$ cat src/rtl/cfg_port_pkg.sv
package cfg_port_pkg;
  localparam int PTR_W  = 7;
  localparam int BYTE_W = 8;

  typedef enum logic [3:0] {
    ST_IDLE,
    ST_ADDR,
    ST_PTR,
    ST_WDATA,
    ST_ACK_ADDR,
    ST_ACK_PTR,
    ST_ACK_WDATA,
    ST_RDATA,
    ST_RACK
  } i2c_st_e;
endpackage

$ cat src/rtl/cfg_port_sync.sv
module cfg_port_sync #(
  parameter int W = 1
) (
  input  logic         clk_i,
  input  logic         rst_ni,
  input  logic [W-1:0] d_i,
  output logic [W-1:0] q_o
);
  logic [W-1:0] meta_q;

  always_ff @(posedge clk_i or negedge rst_ni) begin
    if (!rst_ni) begin
      meta_q <= '0;
      q_o    <= '0;
    end else begin
      meta_q <= d_i;
      q_o    <= meta_q;
    end
  end
endmodule

$ cat src/rtl/cfg_port_i2c.sv
module cfg_port_i2c
  import cfg_port_pkg::*;
#(
  parameter logic [5:0] ADDR_HI = 6'b100111
) (
  input  logic              clk_i,
  input  logic              rst_ni,
  input  logic              scl_i,
  input  logic              sda_i,
  input  logic              ad0_i,
  input  logic [BYTE_W-1:0] rd_data_i,
  output logic              sda_oe_o,
  output logic              ptr_v_o,
  output logic              wr_v_o,
  output logic              rd_adv_o,
  output logic [BYTE_W-1:0] byte_o
);
  i2c_st_e           st_q;
  logic              scl_q, sda_q;
  logic [2:0]        cnt_q;
  logic [BYTE_W-1:0] sh_q;
  logic              full_q, rw_q, nack_q, oe_q;
  logic              start, stop, rise, fall;

  assign start = scl_i & scl_q & sda_q & ~sda_i;
  assign stop  = scl_i & scl_q & ~sda_q & sda_i;
  assign rise  = scl_i & ~scl_q;
  assign fall  = ~scl_i & scl_q;

  always_ff @(posedge clk_i or negedge rst_ni) begin
    if (!rst_ni) begin
      scl_q <= 1'b0;
      sda_q <= 1'b0;
    end else begin
      scl_q <= scl_i;
      sda_q <= sda_i;
    end
  end

  always_ff @(posedge clk_i or negedge rst_ni) begin
    if (!rst_ni) begin
      st_q   <= ST_IDLE;
      cnt_q  <= '0;
      sh_q   <= '0;
      full_q <= 1'b0;
      rw_q   <= 1'b0;
      nack_q <= 1'b0;
      oe_q   <= 1'b0;
    end else if (start) begin
      st_q   <= ST_ADDR;
      cnt_q  <= '0;
      full_q <= 1'b0;
      oe_q   <= 1'b0;
    end else if (stop) begin
      st_q   <= ST_IDLE;
      full_q <= 1'b0;
      oe_q   <= 1'b0;
    end else begin
      case (st_q)
        ST_ADDR, ST_PTR, ST_WDATA: begin
          if (rise && !full_q) begin
            sh_q  <= {sh_q[BYTE_W-2:0], sda_i};
            cnt_q <= cnt_q + 3'd1;
            if (cnt_q == 3'd7) full_q <= 1'b1;
          end else if (fall && full_q) begin
            full_q <= 1'b0;
            cnt_q  <= '0;
            if (st_q == ST_ADDR) begin
              if (sh_q[7:1] == {ADDR_HI, ad0_i}) begin
                rw_q <= sh_q[0];
                oe_q <= 1'b1;
                st_q <= ST_ACK_ADDR;
              end else begin
                st_q <= ST_IDLE;
              end
            end else begin
              oe_q <= 1'b1;
              st_q <= (st_q == ST_PTR) ? ST_ACK_PTR : ST_ACK_WDATA;
            end
          end
        end
        ST_ACK_ADDR: begin
          if (fall) begin
            cnt_q <= '0;
            if (rw_q) begin
              st_q <= ST_RDATA;
              sh_q <= rd_data_i;
              oe_q <= ~rd_data_i[7];
            end else begin
              st_q <= ST_PTR;
              oe_q <= 1'b0;
            end
          end
        end
        ST_ACK_PTR, ST_ACK_WDATA: begin
          if (fall) begin
            oe_q <= 1'b0;
            st_q <= ST_WDATA;
          end
        end
        ST_RDATA: begin
          if (fall) begin
            if (cnt_q == 3'd7) begin
              oe_q <= 1'b0;
              st_q <= ST_RACK;
            end else begin
              sh_q  <= {sh_q[BYTE_W-2:0], 1'b0};
              oe_q  <= ~sh_q[6];
              cnt_q <= cnt_q + 3'd1;
            end
          end
        end
        ST_RACK: begin
          if (rise) begin
            nack_q <= sda_i;
          end else if (fall) begin
            if (!nack_q) begin
              st_q  <= ST_RDATA;
              sh_q  <= rd_data_i;
              oe_q  <= ~rd_data_i[7];
              cnt_q <= '0;
            end else begin
              st_q <= ST_IDLE;
            end
          end
        end
        default: st_q <= ST_IDLE;
      endcase
    end
  end

  assign sda_oe_o = oe_q;
  assign byte_o   = sh_q;
  assign ptr_v_o  = (st_q == ST_PTR) & fall & full_q & ~start & ~stop;
  assign wr_v_o   = (st_q == ST_WDATA) & fall & full_q & ~start & ~stop;
  assign rd_adv_o = (st_q == ST_RDATA) & fall & (cnt_q == 3'd7) & ~start & ~stop;
endmodule

$ cat src/rtl/cfg_port_spi.sv
module cfg_port_spi
  import cfg_port_pkg::*;
#(
  parameter logic [5:0] ADDR_HI = 6'b100111
) (
  input  logic              clk_i,
  input  logic              rst_ni,
  input  logic              cclk_i,
  input  logic              cdin_i,
  input  logic              cs_i,
  output logic              ptr_v_o,
  output logic              wr_v_o,
  output logic [BYTE_W-1:0] byte_o
);
  logic              cclk_q;
  logic [BYTE_W-1:0] sh_q;
  logic [2:0]        cnt_q;
  logic [1:0]        idx_q;
  logic              match_q;
  logic              rise, done;
  logic [BYTE_W-1:0] nxt;

  assign rise = cclk_i & ~cclk_q;
  assign nxt  = {sh_q[BYTE_W-2:0], cdin_i};
  assign done = ~cs_i & rise & (cnt_q == 3'd7);

  always_ff @(posedge clk_i or negedge rst_ni) begin
    if (!rst_ni) begin
      cclk_q  <= 1'b0;
      sh_q    <= '0;
      cnt_q   <= '0;
      idx_q   <= '0;
      match_q <= 1'b0;
    end else begin
      cclk_q <= cclk_i;
      if (cs_i) begin
        cnt_q   <= '0;
        idx_q   <= '0;
        match_q <= 1'b0;
      end else if (rise) begin
        sh_q  <= nxt;
        cnt_q <= cnt_q + 3'd1;
        if (cnt_q == 3'd7) begin
          if (idx_q == 2'd0) match_q <= (nxt == {ADDR_HI, 2'b00});
          if (idx_q != 2'd2) idx_q <= idx_q + 2'd1;
        end
      end
    end
  end

  assign ptr_v_o = done & (idx_q == 2'd1) & match_q;
  assign wr_v_o  = done & (idx_q == 2'd2) & match_q;
  assign byte_o  = nxt;
endmodule

$ cat src/rtl/cfg_port_regs.sv
module cfg_port_regs
  import cfg_port_pkg::*;
#(
  parameter int                       NUM_REGS  = 8,
  parameter logic [NUM_REGS-1:0]      RSVD_MASK = 8'h90,
  parameter logic [NUM_REGS*8-1:0]    RST_VALS  = 64'h3C00_10A5_0000_0001
) (
  input  logic                  clk_i,
  input  logic                  rst_ni,
  input  logic [PTR_W-1:0]      ptr_i,
  input  logic                  wr_v_i,
  input  logic [BYTE_W-1:0]     wdata_i,
  output logic [BYTE_W-1:0]     rd_data_o,
  output logic [NUM_REGS*8-1:0] regs_o
);
  for (genvar i = 0; i < NUM_REGS; i++) begin : g_reg
    if (RSVD_MASK[i]) begin : g_rsvd
      assign regs_o[i*8 +: 8] = RST_VALS[i*8 +: 8];
    end else begin : g_rw
      logic [BYTE_W-1:0] q;
      always_ff @(posedge clk_i or negedge rst_ni) begin
        if (!rst_ni)                              q <= RST_VALS[i*8 +: 8];
        else if (wr_v_i && ptr_i == PTR_W'(i))    q <= wdata_i;
      end
      assign regs_o[i*8 +: 8] = q;
    end
  end

  always_comb begin
    rd_data_o = '0;
    for (int i = 0; i < NUM_REGS; i++)
      if (ptr_i == PTR_W'(i)) rd_data_o = regs_o[i*8 +: 8];
  end
endmodule

$ cat src/rtl/cfg_port.sv
module cfg_port
  import cfg_port_pkg::*;
#(
  parameter int                    NUM_REGS  = 8,
  parameter logic [5:0]            ADDR_HI   = 6'b100111,
  parameter logic [NUM_REGS-1:0]   RSVD_MASK = 8'h90,
  parameter logic [NUM_REGS*8-1:0] RST_VALS  = 64'h3C00_10A5_0000_0001,
  parameter int                    EN1_REG   = 3,
  parameter int                    EN1_BIT   = 7,
  parameter int                    EN2_REG   = 5,
  parameter int                    EN2_BIT   = 0
) (
  input  logic                  clk_i,
  input  logic                  rst_ni,
  input  logic                  scl_i,
  input  logic                  sda_i,
  output logic                  sda_oe_o,
  input  logic                  cclk_i,
  input  logic                  cdin_i,
  input  logic                  cs_ad0_i,
  output logic                  spi_mode_o,
  output logic                  cfg_en_o,
  output logic [NUM_REGS*8-1:0] regs_o
);
  localparam logic [PTR_W-1:0] LAST = PTR_W'(NUM_REGS - 1);

  logic scl_s, sda_s, cclk_s, cdin_s, cs_s, cs_q, spi_q;
  logic i_ptr_v, i_wr_v, i_rd_adv, i_oe, s_ptr_v, s_wr_v;
  logic ptr_v, wr_v, rd_adv, ainc_q;
  logic [BYTE_W-1:0] i_byte, s_byte, in_byte, rd_data;
  logic [PTR_W-1:0]  ptr_q;

  cfg_port_sync #(.W(5)) u_sync (
    .clk_i (clk_i),
    .rst_ni(rst_ni),
    .d_i   ({scl_i, sda_i, cclk_i, cdin_i, cs_ad0_i}),
    .q_o   ({scl_s, sda_s, cclk_s, cdin_s, cs_s})
  );

  // sticky SPI selection on first falling chip-select edge
  always_ff @(posedge clk_i or negedge rst_ni) begin
    if (!rst_ni) begin
      cs_q  <= 1'b0;
      spi_q <= 1'b0;
    end else begin
      cs_q <= cs_s;
      if (cs_q && !cs_s) spi_q <= 1'b1;
    end
  end

  cfg_port_i2c #(.ADDR_HI(ADDR_HI)) u_i2c (
    .clk_i    (clk_i),
    .rst_ni   (rst_ni),
    .scl_i    (scl_s),
    .sda_i    (sda_s),
    .ad0_i    (cs_s),
    .rd_data_i(rd_data),
    .sda_oe_o (i_oe),
    .ptr_v_o  (i_ptr_v),
    .wr_v_o   (i_wr_v),
    .rd_adv_o (i_rd_adv),
    .byte_o   (i_byte)
  );

  cfg_port_spi #(.ADDR_HI(ADDR_HI)) u_spi (
    .clk_i  (clk_i),
    .rst_ni (rst_ni),
    .cclk_i (cclk_s),
    .cdin_i (cdin_s),
    .cs_i   (cs_s),
    .ptr_v_o(s_ptr_v),
    .wr_v_o (s_wr_v),
    .byte_o (s_byte)
  );

  assign ptr_v   = spi_q ? s_ptr_v : i_ptr_v;
  assign wr_v    = spi_q ? s_wr_v  : i_wr_v;
  assign rd_adv  = ~spi_q & i_rd_adv;
  assign in_byte = spi_q ? s_byte  : i_byte;

  always_ff @(posedge clk_i or negedge rst_ni) begin
    if (!rst_ni) begin
      ptr_q  <= '0;
      ainc_q <= 1'b0;
    end else if (ptr_v) begin
      ptr_q  <= in_byte[PTR_W-1:0];
      ainc_q <= in_byte[7];
    end else if ((wr_v || rd_adv) && ainc_q) begin
      ptr_q  <= (ptr_q == LAST) ? '0 : ptr_q + PTR_W'(1);
    end
  end

  cfg_port_regs #(
    .NUM_REGS (NUM_REGS),
    .RSVD_MASK(RSVD_MASK),
    .RST_VALS (RST_VALS)
  ) u_regs (
    .clk_i    (clk_i),
    .rst_ni   (rst_ni),
    .ptr_i    (ptr_q),
    .wr_v_i   (wr_v),
    .wdata_i  (in_byte),
    .rd_data_o(rd_data),
    .regs_o   (regs_o)
  );

  assign sda_oe_o   = i_oe & ~spi_q;
  assign spi_mode_o = spi_q;
  assign cfg_en_o   = regs_o[EN1_REG*8 + EN1_BIT] & regs_o[EN2_REG*8 + EN2_BIT];
endmodule

$ cat config.mk
export PLATFORM = sky130hd
export DESIGN_NAME = cfg_port
export DESIGN_NICKNAME = d
export VERILOG_FILES = /design/src/rtl/cfg_port_pkg.sv /design/src/rtl/cfg_port_sync.sv /design/src/rtl/cfg_port_i2c.sv /design/src/rtl/cfg_port_spi.sv /design/src/rtl/cfg_port_regs.sv /design/src/rtl/cfg_port.sv
export SDC_FILE = /design/constraint.sdc
export NUM_CORES = 1
export LEC_CHECK = 0
export BUFFER_PORTS_ARGS = -buffer_cell sky130_fd_sc_hd__buf_2
export CORE_ASPECT_RATIO = 1.5
export CORE_MARGIN = 5
export CORE_UTILIZATION = 35
export CTS_BUF_LIST = sky130_fd_sc_hd__clkbuf_2
export CTS_CLUSTER_DIAMETER = 200
export CTS_CLUSTER_SIZE = 10
export DETAILED_ROUTE_END_ITERATION = 6
export PLACE_DENSITY_LB_ADDON = 0.25
export SYNTH_ARGS = -nofsm -noshare
export SYNTH_HDL_FRONTEND = slang
export SYNTH_HIERARCHICAL = 1
export SYNTH_SLANG_ARGS = --single-unit
export TNS_END_PERCENT = 30
$ cat constraint.sdc
create_clock -name clk_i -period 6.7 [get_ports clk_i]
set_input_delay 0.335 -clock clk_i [delete_from_list [all_inputs] [get_ports clk_i]]
set_output_delay 0.335 -clock clk_i [all_outputs]
set_load 0.05 [all_outputs]
==> out/results.ini, run 1 <==
[outcome]
status=complete, no violations

[layout]
drive_gt1_share_pct=32.9
area.growth.synth_to_final_pct=10.2
regArea_sq_mm=0.00258
multi_input_area_sq_mm=0.00271
nets=539
nFillCells=1542
fin_cells=733

[logic_synthesis]
synth-seq-area-share_pct=46.6
synth_cell_types=71
synth_cells=472
synth_common_cells=dfrtp_1, mux2_2, nor2_1
avgSynthCellArea_sq_um=11.7
yosysTopAreaCell=dfrtp_1
synth_seq_cells=103
ys_top_cells_by_area=dfrtp_1, mux2_2, mux2i_1
synth_edf_count=0
synthFlopType=dfrtp_1
synth.most_common_cell=dfrtp_1
ys.warnings.count=6
async_flop_share_pct=100
mappedNetlistArea_sq_mm=0.00554
synth_top_area_share_pct=45.6

[route]
drc=0
ant_nets=0
dr.first_iter.drc_count=255
drt_first_pass_iters=7
vias=3963
vias_per_cell=5.41
drt-wirelength-per-cell_um=19.2
drt-total-wl_mm=14.1

[placed_design]
hpwl_mm=10.2
gp_congestion=0.874
dp.cells=710
io_buffers=57

[timing]
slew_headroom_pct=28.5
hold_violations=0
worst_pin_slew_ps=1040
finalMaxSlewViolations=0
min_period_ps=2970
period_share_pct=44.3
fmax_mhz=337
rsz0062_at_grt=no
fin_tns_setup_ps=0
setup-violations-final=0
skew_ps=22.6

[setup_path]
cp-end-kind=register
timing.rr.end=u_regs/g_reg[3].g_rw.q[5]
setup.worst_path.start=u_i2c/st_q[0]
slowest_delay_ps=730
cpMaxStageDelayCell=dfrtp_1
cp-endpoint=u_regs/g_reg[3].g_rw.q[5]
path_cells=or3b_2, nor2_1, mux2_1, nor2b_1, nand4_2, mux2_2
r2r-start=u_i2c/st_q[0]
worstPathRequired_ps=7220
r2r_cells=6
critPathLaunchType=register
crit_type=register to register
crit_path_max_fanout=19
worstPathArrival_ps=3490
r2r_slack_ps=3730

[die]
initial_core_util_pct=35.5
core_sq_mm=0.0156
io_pins=74
core.rowCount=56
die_area_sq_mm=0.0185
die_x_um=113
die_y_um=164

[power]
peakVddDrop_mv=0.0983
p_per_area_mw_per_mm2=250
leakage_nw=2.90

[cts]
cts_tree=yes
numCtsBuffers=9
insertion_delay_ps=600
cts_sinks=103
cts_root_buffer=clkbuf_2
post_cts_resize_count=0
post_cts_buffers=0
clock_path_buffers=2
htreeDepth=3
clk_pin_slew_ps=300

[global_route]
grt-ovfl-total=0
grt.total_usage_pct=15.7
grt_pass1_wl_mm=22.8
grt_pass1_vias=4082
antenna_found_initial=1
grt_max_degree=71

[worst_hold_path]
hp-class=input pin to asynchronous set/reset pin

[flow_run]
cap_violations=0

[repair_timing]
item / 4_1_cts / 5_1_grt
endpoints found under the setup margin: 0 / 0
hold endpoints to repair: 38 / 0
hold buffers: 6 / 0
[state kept, by name, summed over array words and instances, names as in the netlist, 4 cells and up]
register         cells
u_regs/g.g_rw.q     48
ptr_q                7
u_i2c/byte_o         8
u_sync/q_o           5
u_sync/meta_q        5
u_spi/sh_q           7
u_i2c/st_q           4
[routing by layer]
layer  wire length [um]  share of wire, %  vias to the layer above  GRT usage (%)
li1                   -                 -                     1795              -
met1               5580                40                     2005           18.6
met2               7490                53                      127           28.3
met3                523               3.7                       36           2.17
met4                503               3.6                        0           6.67
met5                  0                 0                        -              0
[critical path, delay by kind of cell (launching register included)]
family	cells	cell delay [ps]
muxes	2	580
DFF	1	730
and+or+nand+nor	4	1580
[worst min-delay path by stage]
| stage | to | cells past startpoint | startpoint |
|---|---|---|---|
| final | u_spi/cnt_q[0] | 2 | rst_ni |
| after global routing | u_spi/idx_q[1] | 2 | rst_ni |
| after CTS | u_spi/idx_q[1] | 2 | rst_ni |
| after detailed placement | u_spi/cnt_q[0] | 1 | rst_ni |
| after global placement | u_spi/cnt_q[0] | 1 | rst_ni |
| after floorplan | ainc_q | 0 | rst_ni |
[cells by family after synthesis]
| group | Yosys count | share of synthesized area, % |
|---|---|---|
| buffers and inverters | 52 | 5.44 |
| XOR/XNOR | 7 | 1.11 |
| AND/OR/NAND/NOR | 130 | 14.6 |
| other | 2 | 0.136 |
| flip-flops | 103 | 46.6 |
| AO/OA/AOI/OAI | 67 | 8.79 |
| multiplexers | 103 | 21.6 |
| adder cells (fa/ha/maj) | 8 | 1.81 |
[stage by stage]
step	total power, mW	setup slack, ps	cell area, sq um	hold WS (ps)	util (%)
finish	1.53	3730	6110	179	39.1
global route	1.62	3550	6110	157	39.1
CTS	1.54	3750	6100	150	39.1
detailed placement	1.21	3770	5910	308	37.8
global placement	1.20	3850	5910	301	37.8
floorplan	1.09	4430	5590	39.4	-
[cells in the final DEF (no fill, tap or decap), drive strengths merged, types with 6 or more instances in the layout]
cell type / instances
nand4: 6
nand2b: 7
conb: 16
nor3: 11
nand2: 16
mux2i: 17
inv: 14
o21ai: 12
buf: 61
dfrtp: 101
clkbuf: 9
ha: 8
dlygate4sd3: 6
nor2: 34
nor2b: 8
a21oi: 17
nor4: 6
mux2: 81
nand3: 12
[cell type report]
class | instances | share of cell area (%)
clock buffers | 9 | 0.738
clock inverters | 7 | 1.50
multi-input cells | 331 | 44.4
repair buffers | 67 | 6.19
flip-flops and latches | 103 | 42.2
well taps | 203 | 4.16
inverters | 12 | 0.738
diodes | 1 | 0.0410
[power breakdown]
part,total [mW],switching (mW),internal [mW]
Clock,0.330,0.234,0.0964
Sequential,0.775,0.0892,0.686
Combinational,0.422,0.235,0.187
Total,1.53,0.558,0.970
(Power assumes the default switching activity.)
==> inputs of run 2 (changes only) <==
- clock period: 6.7 -> 2.8 ns (I/O delays scaled with it)
==> run 2 against run 1 <==
Compared with the run above:
- core utilization increased by 0.90 points
- clock power increased by 140%
- register-to-register slack got worse by 3600 ps
- critical endpoint is now u_i2c/byte_o[2]
- highest routed layer unchanged
==> out/results.ini, run 2 (synthesized netlist as in run 1, its figures left out) <==
[timing]
fmax_mhz=380
finalMaxSlewViolations=0
hold_violations=0
setup-violations-final=0
period_share_pct=93.9
min_period_ps=2630
worst_pin_slew_ps=766
slew_headroom_pct=48.7
rsz0062_at_grt=no
fin_tns_setup_ps=0
skew_ps=53.7

[die]
die_area_sq_mm=0.0185
io_pins=74
core_sq_mm=0.0156
core.rowCount=56
die_y_um=164
initial_core_util_pct=35.5
die_x_um=113

[global_route]
grt_pass1_wl_mm=23.9
grt_pass1_vias=4196
grt-ovfl-total=0
grt.total_usage_pct=16.6
antenna_found_initial=1
grt_max_degree=79

[layout]
top_register=u_regs/g.g_rw.q
area.growth.synth_to_final_pct=12.8
drive_gt1_share_pct=34.4
nets=553
fin_cells=747
multi_input_area_sq_mm=0.00271
nFillCells=1557
regArea_sq_mm=0.00258
most-common-layout-cells=dfrtp_1, mux2_2, buf_2
final_common_cell=dfrtp_1
largest_reg_flops=48

[route]
drt-total-wl_mm=14.8
vias_per_cell=5.28
dr.first_iter.drc_count=175
vias=3946
drc=0
drt_first_pass_iters=4
ant_nets=0
drt-wirelength-per-cell_um=19.9

[setup_path]
crit_path_max_fanout=9
crit_type=register to register
critPathLaunchType=register
worstPathArrival_ps=3150
worstPathRequired_ps=3320
cp-end-kind=register

[cts]
cts_tree=yes
clk_pin_slew_ps=360
post_cts_buffers=0
post_cts_resize_count=0
numCtsBuffers=9
htreeDepth=3
ctsHoldBuffers=8
cts_root_buffer=clkbuf_2
insertion_delay_ps=630
clock_path_buffers=2
cts_sinks=103

[power]
leakage_nw=2.98
peakVddDrop_mv=0.278
p_per_area_mw_per_mm2=596

[placed_design]
hpwl_mm=11.1
io_buffers=57
dp.cells=722
gp_congestion=0.929

[flow_run]
cap_violations=0

[worst_hold_path]
hp-class=input pin to register

[outcome]
status=complete, no violations

## run 2: cell types whose count changed in the layout (fill, tap and decap cells not counted)
cell           before  now
inv_12              0    1
bufinv_16           1    0
clkinv_8            1    3
clkinv_4            2    0
clkinv_2            1    0
inv_8               2    3
buf_4               5   16
buf_12              0    2
dlygate4sd3_1       6    7
## run 2: path summary, 6_finish.rpt
check | startpoint | endpoint | slack (ps) | cells past startpoint
hold reg to reg | u_sync/meta_q[0] | u_sync/q_o[0] | 390 | 0
max in group asynchronous | rst_ni | u_regs/g_reg[5].g_rw.q[4] | 1820 | 4
setup reg to reg | u_i2c/st_q[3] | u_i2c/byte_o[2] | 170 | 4
setup / recovery | u_i2c/st_q[3] | u_i2c/byte_o[2] | 170 | 4
hold / removal | sda_i | u_sync/meta_q[3] | 110 | 2
min in group asynchronous | rst_ni | u_regs/g_reg[0].g_rw.q[4] | 470 | 4
## run 2: per-stage QoR
step	cell area, sq um	hold WS, ps	setup WS, ps	utilization [%]	power (mW)
2_1_floorplan	5590	-156	528	-	2.62
3_3_place_gp	6010	63.9	268	38.5	2.92
3_5_place_dp	6010	75.8	261	38.5	2.96
4_1_cts	6240	37.5	176	40.0	3.78
5_1_grt	6250	39.7	28.9	40.0	3.94
6_report	6250	111	170	40.0	3.72
## run 2: routing by layer
layer  wire (um)  GRT usage [%]  part of all wire, %  vias to the layer above
li1            -              -                    -                     1830
met1        5570           18.3                   38                     1950
met2        7960           30.9                   54                      133
met3         681           3.02                  4.6                       33
met4         626           7.49                  4.2                        0
met5           0              0                    0                        -
## run 2: cell type report
class	count	area share (%)
sequential	103	41.3
inverter	12	0.721
antenna	1	0.0401
timing repair buffer	81	8.17
multi-input combinational	331	43.4
tap	203	4.07
clock buffer	9	0.721
clock inverter	7	1.58
## run 2: power breakdown
| part | switching [mW] | total (mW) | internal, mW |
|---|---|---|---|
| logic | 0.611 | 1.09 | 0.478 |
| clock network | 0.615 | 0.792 | 0.177 |
| registers | 0.201 | 1.84 | 1.64 |
## run 2: critical path, stage by stage, from the launching register on
cell     delay (ps)
dfrtp_1         640
or4b_1          660
o221a_4         200
nor4_4          590
mux2_2          410
==> inputs of run 3 (changes only) <==
- CORE_MARGIN: 5 -> default
==> run 3 against run 2 <==
Compared with the run above:
- final cell count rose by 1.2%
- combinational power rose by 5%
- setup slack improved by 190 ps
- sequential power fell by 2%
==> out/results.ini, run 3 (synthesized netlist as in run 1, its figures left out) <==
[placed_design]
io_buffers=57
gp_congestion=0.855
pre_cts_ws_ps=427
hpwl_mm=10.6
dp.cells=731

[route]
drc=0
drt-total-wl_mm=14.2
vias_per_cell=5.22
drt_first_pass_iters=4
ant_nets=0
drt-wirelength-per-cell_um=18.7
vias=3946
dr.first_iter.drc_count=196

[timing]
skew_ps=45.2
worst_slack_ps=357
setup-violations-final=0
rsz0062_at_grt=no
hold_ws_ps=109
min_period_ps=2440
fmax_mhz=409
fin_tns_setup_ps=0
worst_pin_slew_ps=843
slew_headroom_pct=43.8
period_share_pct=87.2
hold_violations=0
finalMaxSlewViolations=0

[setup_path]
critPathBufInv=1
crit_type=register to register
timing.rr.end=u_regs/g_reg[5].g_rw.q[1]
crit_family=simple AND/OR/NAND/NOR gates
r2r_slack_ps=360
path_cells=nand2b_1, nor2_8, and4_1, mux2_1, nor2b_1, buf_4, nand4_2, mux2_2
r2r_cells=8
slowest_delay_ps=450
cp-end-kind=register
worstPathRequired_ps=3340
cpMaxStageDelayCell=dfrtp_1
r2r-start=u_spi/cclk_q
setup.worst_path.start=u_spi/cclk_q
worstPathArrival_ps=2980
crit_path_max_fanout=9
critPathLaunchType=register

[layout]
nets=562
final_common_cell=dfrtp_1
nFillCells=1559
regArea_sq_mm=0.00258
largest_reg_flops=48
drive_gt1_share_pct=35.3
area.growth.synth_to_final_pct=13.3
fin_cells=756
multi_input_area_sq_mm=0.00271
most-common-layout-cells=dfrtp_1, mux2_2, buf_2
final_core_util_pct=40.4
top_register=u_regs/g.g_rw.q

[power]
leakage_nw=3.01
p_per_area_mw_per_mm2=585
peakVddDrop_mv=0.308

[die]
io_pins=74
core.rowCount=56
die_area_sq_mm=0.0163
core_sq_mm=0.0156
initial_core_util_pct=35.6
die_x_um=105
die_y_um=156

[global_route]
antenna_found_initial=1
grt_pass1_vias=4213
grt_max_degree=31
grt.total_usage_pct=18.3
grt_pass1_wl_mm=23.0
grt-ovfl-total=0

[cts]
cts_sinks=103
post_cts_resize_count=0
numCtsBuffers=9
insertion_delay_ps=630
cts_tree=yes
clk_pin_slew_ps=340
clock_path_buffers=2
cts_root_buffer=clkbuf_2
htreeDepth=3

[worst_hold_path]
whs_endpoint=u_sync/meta_q[2]
hp-class=input pin to register
hold_start=cclk_i
hold_depth=2

[flow_run]
cap_violations=0

[outcome]
status=complete, no violations

[run 3: worst max-delay path by stage]
stage	endpoint	slack, ps	cells after the start
2_1_floorplan	u_regs/g_reg[5].g_rw.q[0]	530	8
3_3_place_gp	u_regs/g_reg[3].g_rw.q[6]	400	7
3_5_place_dp	u_regs/g_reg[3].g_rw.q[1]	430	7
4_1_cts	u_regs/g_reg[3].g_rw.q[1]	340	8
5_1_grt	u_regs/g_reg[6].g_rw.q[1]	240	8
6_report	u_regs/g_reg[5].g_rw.q[1]	360	8
[run 3: metrics by stage]
| step | power (mW) | cell area [sq um] |
|---|---|---|
| 3_5_place_dp | 2.96 | 6070 |
| 3_3_place_gp | 2.94 | 6070 |
| 6_report | 3.67 | 6280 |
| 4_1_cts | 3.73 | 6280 |
| 2_1_floorplan | 2.62 | 5590 |
| 5_1_grt | 3.90 | 6280 |
[run 3: repair_timing]
item                                   4_1_cts  5_1_grt
hold buffers                                 8        0
buffers inserted                             0        0
endpoints found under the hold margin       93        0
[run 3: report_power, final]
part           switching, mW  internal (mW)
Combinational          0.631          0.509
Sequential             0.156           1.64
Clock                  0.579          0.156
Total                   1.37           2.31
[run 3: per-layer routing]
| layer | vias to the layer above | part of all wire [%] | global-route usage (%) |
|---|---|---|---|
| met5 | - | 0 | 0 |
| met4 | 0 | 1.8 | 6.44 |
| met3 | 16 | 3.5 | 3.38 |
| met2 | 98 | 56 | 35.6 |
| met1 | 1988 | 39 | 19.6 |
| li1 | 1844 | - | - |
[run 3: layout make-up]
class / count / area share [%]
clock inverters: 7 / 1.37
repair buffers: 90 / 8.85
well taps: 203 / 4.04
multi-input cells: 331 / 43.2
clock buffers: 9 / 0.717
inverters: 12 / 0.717
flip-flops and latches: 103 / 41.1
diodes: 1 / 0.0398
[run 3: worst register-to-register path, stage by stage (launching register included)]
cell      delay [ps]
dfrtp_1          450
nand2b_1         300
nor2_8           230
and4_1           250
mux2_1           130
nor2b_1          130
buf_4            170
nand4_2          310
mux2_2           390
